## config.mk

```make
export PLATFORM = sky130hd
export DESIGN_NAME = xirq_detect
export DESIGN_NICKNAME = d
export VERILOG_FILES = /design/src/rtl/xirq_pkg.sv /design/src/rtl/xirq_sync.sv /design/src/rtl/xirq_regs.sv /design/src/rtl/xirq_line.sv /design/src/rtl/xirq_nmi.sv /design/src/rtl/xirq_detect.sv
export SDC_FILE = /design/constraint.sdc
export NUM_CORES = 1
export LEC_CHECK = 0
export BUFFER_PORTS_ARGS = -buffer_cell sky130_fd_sc_hd__buf_2
export CAP_MARGIN = 40
export CORE_AREA = 2 2 67 133
export CTS_BUF_LIST = sky130_fd_sc_hd__clkbuf_8
export DETAILED_ROUTE_END_ITERATION = 7
export DIE_AREA = 0 0 69 135
export HOLD_SLACK_MARGIN = 0.12
export MAX_ROUTING_LAYER = met4
export PLACE_DENSITY = 0.86
export SYNTH_ARGS = -nofsm -noshare
export SYNTH_HDL_FRONTEND = slang
export SYNTH_SLANG_ARGS = --single-unit
```

## constraint.sdc

```tcl
create_clock -name clk -period 2.6 [get_ports clk]
set_clock_uncertainty 0.2 [all_clocks]
set_input_delay 0.39 -clock clk [delete_from_list [all_inputs] [get_ports clk]]
set_output_delay 0.39 -clock clk [all_outputs]
set_load 0.01 [all_outputs]
```

## src/rtl/xirq_pkg.sv

```systemverilog
package xirq_pkg;

    localparam int NUM_LINES = 8;
    localparam int DATA_W    = 8;
    localparam int ADDR_W    = 3;
    localparam int PRIO_W    = 2;
    localparam int LINE_W    = $clog2(NUM_LINES);
    localparam int SENSE_W   = 2;

    typedef enum logic [1:0] {
        SNS_LOW  = 2'b00,
        SNS_FALL = 2'b01,
        SNS_RISE = 2'b10,
        SNS_BOTH = 2'b11
    } sense_e;

    typedef enum logic [1:0] {
        FL_CLEAR = 2'd0,
        FL_SET   = 2'd1,
        FL_ARMED = 2'd2
    } flag_state_e;

    localparam logic [ADDR_W-1:0] A_SENSE_LO = 3'd0;
    localparam logic [ADDR_W-1:0] A_SENSE_HI = 3'd1;
    localparam logic [ADDR_W-1:0] A_ENABLE   = 3'd2;
    localparam logic [ADDR_W-1:0] A_STATUS   = 3'd3;
    localparam logic [ADDR_W-1:0] A_PRIO_LO  = 3'd4;
    localparam logic [ADDR_W-1:0] A_PRIO_HI  = 3'd5;
    localparam logic [ADDR_W-1:0] A_NMI_CTL  = 3'd6;

endpackage

```

## src/rtl/xirq_sync.sv

```systemverilog
module xirq_sync #(
    parameter int              W       = 1,
    parameter int              STAGES  = 2,
    parameter logic [W-1:0]    RST_VAL = '1
) (
    input  logic         clk,
    input  logic         rst_n,
    input  logic [W-1:0] d,
    output logic [W-1:0] q
);

    logic [W-1:0] stage_q [STAGES];

    always_ff @(posedge clk or negedge rst_n) begin
        if (!rst_n) begin
            for (int i = 0; i < STAGES; i++) begin
                stage_q[i] <= RST_VAL;
            end
        end else begin
            stage_q[0] <= d;
            for (int i = 1; i < STAGES; i++) begin
                stage_q[i] <= stage_q[i-1];
            end
        end
    end

    assign q = stage_q[STAGES-1];

endmodule

```

## src/rtl/xirq_regs.sv

```systemverilog
module xirq_regs
    import xirq_pkg::*;
(
    input  logic                          clk,
    input  logic                          rst_n,
    input  logic                          bus_sel,
    input  logic                          bus_wr,
    input  logic [ADDR_W-1:0]             bus_addr,
    input  logic [DATA_W-1:0]             bus_wdata,
    output logic [DATA_W-1:0]             bus_rdata,
    input  logic [NUM_LINES-1:0]          flags,
    output logic [NUM_LINES*SENSE_W-1:0]  sense,
    output logic [NUM_LINES-1:0]          enable,
    output logic [NUM_LINES*PRIO_W-1:0]   prio,
    output logic                          nmi_rise,
    output logic                          rd_arm,
    output logic [NUM_LINES-1:0]          sw_clr
);

    localparam int HALF = DATA_W;

    logic wr_cyc;
    logic rd_cyc;

    assign wr_cyc = bus_sel &  bus_wr;
    assign rd_cyc = bus_sel & ~bus_wr;

    always_ff @(posedge clk or negedge rst_n) begin
        if (!rst_n) begin
            sense    <= '0;
            enable   <= '0;
            prio     <= '0;
            nmi_rise <= 1'b0;
        end else if (wr_cyc) begin
            case (bus_addr)
                A_SENSE_LO: sense[HALF-1:0]         <= bus_wdata;
                A_SENSE_HI: sense[2*HALF-1:HALF]    <= bus_wdata;
                A_ENABLE:   enable                  <= bus_wdata;
                A_PRIO_LO:  prio[HALF-1:0]          <= bus_wdata;
                A_PRIO_HI:  prio[2*HALF-1:HALF]     <= bus_wdata;
                A_NMI_CTL:  nmi_rise                <= bus_wdata[0];
                default: ;
            endcase
        end
    end

    always_comb begin
        bus_rdata = '0;
        if (rd_cyc) begin
            case (bus_addr)
                A_SENSE_LO: bus_rdata = sense[HALF-1:0];
                A_SENSE_HI: bus_rdata = sense[2*HALF-1:HALF];
                A_ENABLE:   bus_rdata = enable;
                A_STATUS:   bus_rdata = flags;
                A_PRIO_LO:  bus_rdata = prio[HALF-1:0];
                A_PRIO_HI:  bus_rdata = prio[2*HALF-1:HALF];
                A_NMI_CTL:  bus_rdata = {{(DATA_W-1){1'b0}}, nmi_rise};
                default:    bus_rdata = '0;
            endcase
        end
    end

    assign rd_arm = rd_cyc && (bus_addr == A_STATUS);
    assign sw_clr = (wr_cyc && (bus_addr == A_STATUS)) ? ~bus_wdata : '0;

endmodule

```

## src/rtl/xirq_line.sv

```systemverilog
module xirq_line
    import xirq_pkg::*;
(
    input  logic         clk,
    input  logic         rst_n,
    input  logic         pin_s,
    input  logic [1:0]   mode,
    input  logic         rd_arm,
    input  logic         sw_clr,
    input  logic         exc_hit,
    input  logic         xfer_hit,
    output logic         flag
);

    flag_state_e state_q;
    flag_state_e state_d;
    logic        prev_q;
    logic        fall;
    logic        rise;
    logic        set_ev;
    logic        ack_clr;

    always_ff @(posedge clk or negedge rst_n) begin
        if (!rst_n) prev_q <= 1'b1;
        else        prev_q <= pin_s;
    end

    assign fall = prev_q & ~pin_s;
    assign rise = ~prev_q & pin_s;

    always_comb begin
        unique case (mode)
            SNS_LOW:  set_ev = ~pin_s;
            SNS_FALL: set_ev = fall;
            SNS_RISE: set_ev = rise;
            SNS_BOTH: set_ev = fall | rise;
            default:  set_ev = 1'b0;
        endcase
    end

    assign ack_clr = xfer_hit | (exc_hit & ((mode != SNS_LOW) | pin_s));

    // state register
    always_ff @(posedge clk or negedge rst_n) begin
        if (!rst_n) state_q <= FL_CLEAR;
        else        state_q <= state_d;
    end

    // next state
    always_comb begin
        state_d = state_q;
        unique case (state_q)
            FL_CLEAR: begin
                if (set_ev) state_d = FL_SET;
            end
            FL_SET: begin
                if (ack_clr && !set_ev) state_d = FL_CLEAR;
                else if (rd_arm)        state_d = FL_ARMED;
                else                    state_d = FL_SET;
            end
            FL_ARMED: begin
                if ((ack_clr || sw_clr) && !set_ev) state_d = FL_CLEAR;
                else if (sw_clr)                    state_d = FL_SET;
                else                                state_d = FL_ARMED;
            end
            default: state_d = FL_CLEAR;
        endcase
    end

    // outputs
    always_comb begin
        flag = (state_q != FL_CLEAR);
    end

    AST_EVENT_SETS: assert property (@(posedge clk) disable iff (!rst_n)
        set_ev |=> flag);
    AST_SET_WINS: assert property (@(posedge clk) disable iff (!rst_n)
        (set_ev && (ack_clr || sw_clr)) |=> flag);
    AST_LEVEL_LOW_HOLDS: assert property (@(posedge clk) disable iff (!rst_n)
        (flag && mode == SNS_LOW && !pin_s) |=> flag);
    AST_NO_BLIND_CLEAR: assert property (@(posedge clk) disable iff (!rst_n)
        (state_q == FL_SET && !ack_clr) |=> flag);
    AST_FALL_HAS_CAUSE: assert property (@(posedge clk) disable iff (!rst_n)
        $fell(flag) |-> $past(ack_clr || sw_clr));

endmodule

```

## src/rtl/xirq_nmi.sv

```systemverilog
module xirq_nmi (
    input  logic clk,
    input  logic rst_n,
    input  logic pin_s,
    input  logic rise_sel,
    output logic nmi_req
);

    logic prev_q;
    logic hit;

    always_ff @(posedge clk or negedge rst_n) begin
        if (!rst_n) prev_q <= 1'b1;
        else        prev_q <= pin_s;
    end

    assign hit = rise_sel ? (~prev_q & pin_s) : (prev_q & ~pin_s);

    always_ff @(posedge clk or negedge rst_n) begin
        if (!rst_n) nmi_req <= 1'b0;
        else        nmi_req <= hit;
    end

    AST_NMI_ONE_CYCLE: assert property (@(posedge clk) disable iff (!rst_n)
        nmi_req |=> !nmi_req);

endmodule

```

## src/rtl/xirq_detect.sv

```systemverilog
module xirq_detect
    import xirq_pkg::*;
#(
    parameter int SYNC_STAGES = 2,
    parameter int VEC_W       = 8,
    parameter int NMI_VECTOR  = 7
) (
    input  logic                        clk,
    input  logic                        rst_n,
    input  logic [NUM_LINES-1:0]        irq_pin,
    input  logic                        nmi_pin,
    input  logic                        bus_sel,
    input  logic                        bus_wr,
    input  logic [ADDR_W-1:0]           bus_addr,
    input  logic [DATA_W-1:0]           bus_wdata,
    output logic [DATA_W-1:0]           bus_rdata,
    input  logic                        exc_ack,
    input  logic [LINE_W-1:0]           exc_line,
    input  logic                        xfer_ack,
    input  logic [LINE_W-1:0]           xfer_line,
    input  logic                        xfer_keep,
    output logic [NUM_LINES-1:0]        irq_req,
    output logic [NUM_LINES*PRIO_W-1:0] irq_prio,
    output logic                        nmi_req,
    output logic [VEC_W-1:0]            nmi_vector
);

    localparam int PIN_W = NUM_LINES + 1;

    logic [PIN_W-1:0]             pins_s;
    logic [NUM_LINES*SENSE_W-1:0] sense;
    logic [NUM_LINES-1:0]         enable;
    logic [NUM_LINES-1:0]         flags;
    logic [NUM_LINES-1:0]         sw_clr;
    logic                         rd_arm;
    logic                         nmi_rise;

    xirq_sync #(
        .W       (PIN_W),
        .STAGES  (SYNC_STAGES),
        .RST_VAL ({PIN_W{1'b1}})
    ) u_sync (
        .clk   (clk),
        .rst_n (rst_n),
        .d     ({nmi_pin, irq_pin}),
        .q     (pins_s)
    );

    xirq_regs u_regs (
        .clk       (clk),
        .rst_n     (rst_n),
        .bus_sel   (bus_sel),
        .bus_wr    (bus_wr),
        .bus_addr  (bus_addr),
        .bus_wdata (bus_wdata),
        .bus_rdata (bus_rdata),
        .flags     (flags),
        .sense     (sense),
        .enable    (enable),
        .prio      (irq_prio),
        .nmi_rise  (nmi_rise),
        .rd_arm    (rd_arm),
        .sw_clr    (sw_clr)
    );

    for (genvar g = 0; g < NUM_LINES; g++) begin : g_line
        logic exc_hit;
        logic xfer_hit;

        assign exc_hit  = exc_ack && (exc_line == LINE_W'(g));
        assign xfer_hit = xfer_ack && !xfer_keep && (xfer_line == LINE_W'(g));

        xirq_line u_line (
            .clk      (clk),
            .rst_n    (rst_n),
            .pin_s    (pins_s[g]),
            .mode     (sense[SENSE_W*g +: SENSE_W]),
            .rd_arm   (rd_arm),
            .sw_clr   (sw_clr[g]),
            .exc_hit  (exc_hit),
            .xfer_hit (xfer_hit),
            .flag     (flags[g])
        );
    end

    xirq_nmi u_nmi (
        .clk      (clk),
        .rst_n    (rst_n),
        .pin_s    (pins_s[NUM_LINES]),
        .rise_sel (nmi_rise),
        .nmi_req  (nmi_req)
    );

    assign irq_req    = flags & enable;
    assign nmi_vector = VEC_W'(NMI_VECTOR);

endmodule

```

==> reports/qor.yml <==
timing:
  min_period_ns: 2.36
  worst_pin_slew_ns: 0.600
  post-route-period-util: 0.910
  holdWs_ns: 0.160
  rsz0062_at_grt: "false"
  slew_violations: 0
  max_slew_margin: 0.600
  hold_viol_final: 0
  layout_setup_ws_ns: 0.235
  fmaxAchievable_ghz: 0.423
  finalSetupViolCount: 0
  finalSetupTns_ns: 0
clock_network:
  cts_max_path_buffers: 2
  cts_root_buf: "clkbuf_8"
  cts_buffers: 9
  cts_resized: 0
  h-tree-depth: 3
  clock_latency_ns: 0.36
  cts_tree: "done"
  path_clk_slew_ns: 0.09
  clock-sinks: 85
floorplanning:
  die_area_um2: 9320
  io_pins: 74
  rows: 47
  initial_core_util: 0.552
  coreArea_um2: 8230
  die_w_um: 69
  die_h_um: 135
drt:
  vias: 3413
  drt_iter0_drc: 166
  drt-total-wl_um: 10400
  wire_per_inst_um: 17.8
  antenna_left: 0
  vias_per_cell: 5.84
  drc: 0
  firstDrtPassIters: 4
setup_path:
  cp.required_ns: 2.01
  crit_chain: "buf_2 -> nand2_1 -> o22ai_1 -> a211oi_1 -> a311oi_1 -> buf_2"
  cp_slowest_cell: "buf_2"
  cp-end-kind: "primary output"
  start_kind: "input port"
  cpPeakStageDelay_ns: 0.46
  critPathKind: "input port to primary output"
  cp_max_fo: 29
  crit_arrival_ns: 1.77
  cp_common_cell: "buf_2"
yosys:
  synthCells: 401
  synth_top_area_share: 0.320
  synth_edf_count: 0
  synth_cell_types: 52
  yosysTopAreaCell: "dfrtp_1"
  synthTopCellsByCount: "dfrtp_1, mux2_2, dfstp_2"
  syn-cell-area_um2: 4540
  ys_seq_area_frac: 0.476
  yosysWarnings: 0
  synthFlopType: "dfrtp_1"
  postSynthAreaPerCell_um2: 11.3
  synth_most_common_cell: "dfrtp_1"
  synth.area.top_cells: "dfrtp_1, dfstp_2, mux2_2"
  ys_async_sr_fraction: 1.00
  ys_ff_latch: 85
placed_design:
  placedInstanceArea_um2: 4960
  preCtsSetupSlack_ns: 0.231
  post-dp-hpwl_um: 7880
  gp_congestion: 0.861
  numPortBuffers: 65
global_routing:
  grt_overflow: 0
  grt_pass1_wl_um: 17100
  antenna_found_initial: 0
  grt_max_degree: 47
  first_global_vias: 3575
  grt.total_usage: 0.239
finish:
  syn_to_final_growth_pct: 15.3
  finalNetCount: 530
  stdcell_area_um2: 5240
  drive_gt1_frac: 0.385
  antennaDiodeCount: 0
job:
  cap_violations: 0
pwr:
  power_per_cell_area_nw_per_um2: 657
  p_leak_nw: 2.41
  vdd_ir_drop_max_v: 0.000426
  power_mw: 3.44
status:
  status: "finished, final reports clean"
min_path:
  hold_path_class: "flip-flop to flip-flop"
## per-stage QoR
stage | instances | util
final | 584 | 0.636
after global routing | 584 | 0.636
after CTS | 584 | 0.636
after detailed placement | 558 | 0.603
after global placement | 558 | 0.603
after floorplan | 407 | -
## sequential cells by signal, indices dropped and copies added, names as in the netlist
name and count:
g_line.u_line.state_q 16, u_regs.prio 16, u_regs.sense 16, u_sync.q 9, u_sync.stage_q 9, g_line.u_line.prev_q 8
u_regs.enable 8, u_nmi.nmi_req 1, u_nmi.prev_q 1, u_regs.nmi_rise 1
## worst paths after layout
path | from | slack [ns] | endpoint | depth (start not counted)
min in group asynchronous | rst_n | 0.39 | u_regs.sense[8] | 2
max in group asynchronous | rst_n | 1.21 | u_sync.stage_q[16] | 3
worst max register to register | g_line[2].u_line.prev_q | 0.67 | g_line[2].u_line.state_q[0] | 6
worst min-delay path | u_sync.stage_q[13] | 0.16 | u_sync.q[4] | 0
worst max-delay path | bus_addr[2] | 0.24 | bus_rdata[6] | 6
worst min register to register | u_sync.stage_q[13] | 0.16 | u_sync.q[4] | 0
## cell usage in the layout, fill, tap and decap left out, types with 7 or more instances in the layout
| master | n |
|---|---|
| mux2_2 | 42 |
| buf_4 | 7 |
| nand2b_1 | 17 |
| o21ai_0 | 22 |
| ha_1 | 16 |
| inv_1 | 22 |
| dlygate4sd3_1 | 10 |
| nor2_1 | 19 |
| dfstp_2 | 27 |
| clkbuf_8 | 9 |
| dfrtp_1 | 58 |
| conb_1 | 8 |
| a21oi_1 | 16 |
| nor3_1 | 8 |
| nand2_1 | 20 |
| nor2b_1 | 16 |
| o211ai_1 | 7 |
| a22oi_1 | 7 |
| buf_2 | 64 |
| mux2i_1 | 10 |
## repair_timing
| item | CTS | global route |
|---|---|---|
| hold buffers | 10 | 0 |
| buffers inserted | 0 | 0 |
| hold endpoints to repair | 41 | 0 |
## layout make-up
cell class,instances,area (um^2)
tap,98,123
fill,656,3000
inverter,22,82.6
timing repair buffer,83,513
clock buffer,9,124
clock inverter,7,51.3
multi-input combinational,280,2180
sequential,85,2160
## kinds of logic (layout without fill, tap and decap cells)
logic type                 after synthesis  count (layout)  share of synthesized area
adders and majority gates               16              16                     0.0441
AOI/OAI and AO/OA                       82              82                      0.122
buffers and inverters                   42             121                     0.0485
other                                    2               8                    0.00165
DFF                                     85              85                      0.476
and+or+nand+nor                        117             117                      0.157
muxes                                   57              57                      0.151
## power breakdown
part / internal [mW] / switching [mW]
sequential: 1.55 / 0.216
clock: 0.347 / 0.490
combinational: 0.426 / 0.412
## metal layers
metal  global-route usage  wire (um)
met1                0.250       3940
met4                0.137        501
met2                0.418       5560
met5                    -          0
met3               0.0403        389
## critical path, delay by kind of cell
kind,cells,cell delay (ns)
buffers and inverters,2,0.66
and+or+nand+nor,1,0.11
AOI/OAI and AO/OA,3,0.61
No activity file was read; power rests on OpenSTA's default activity.
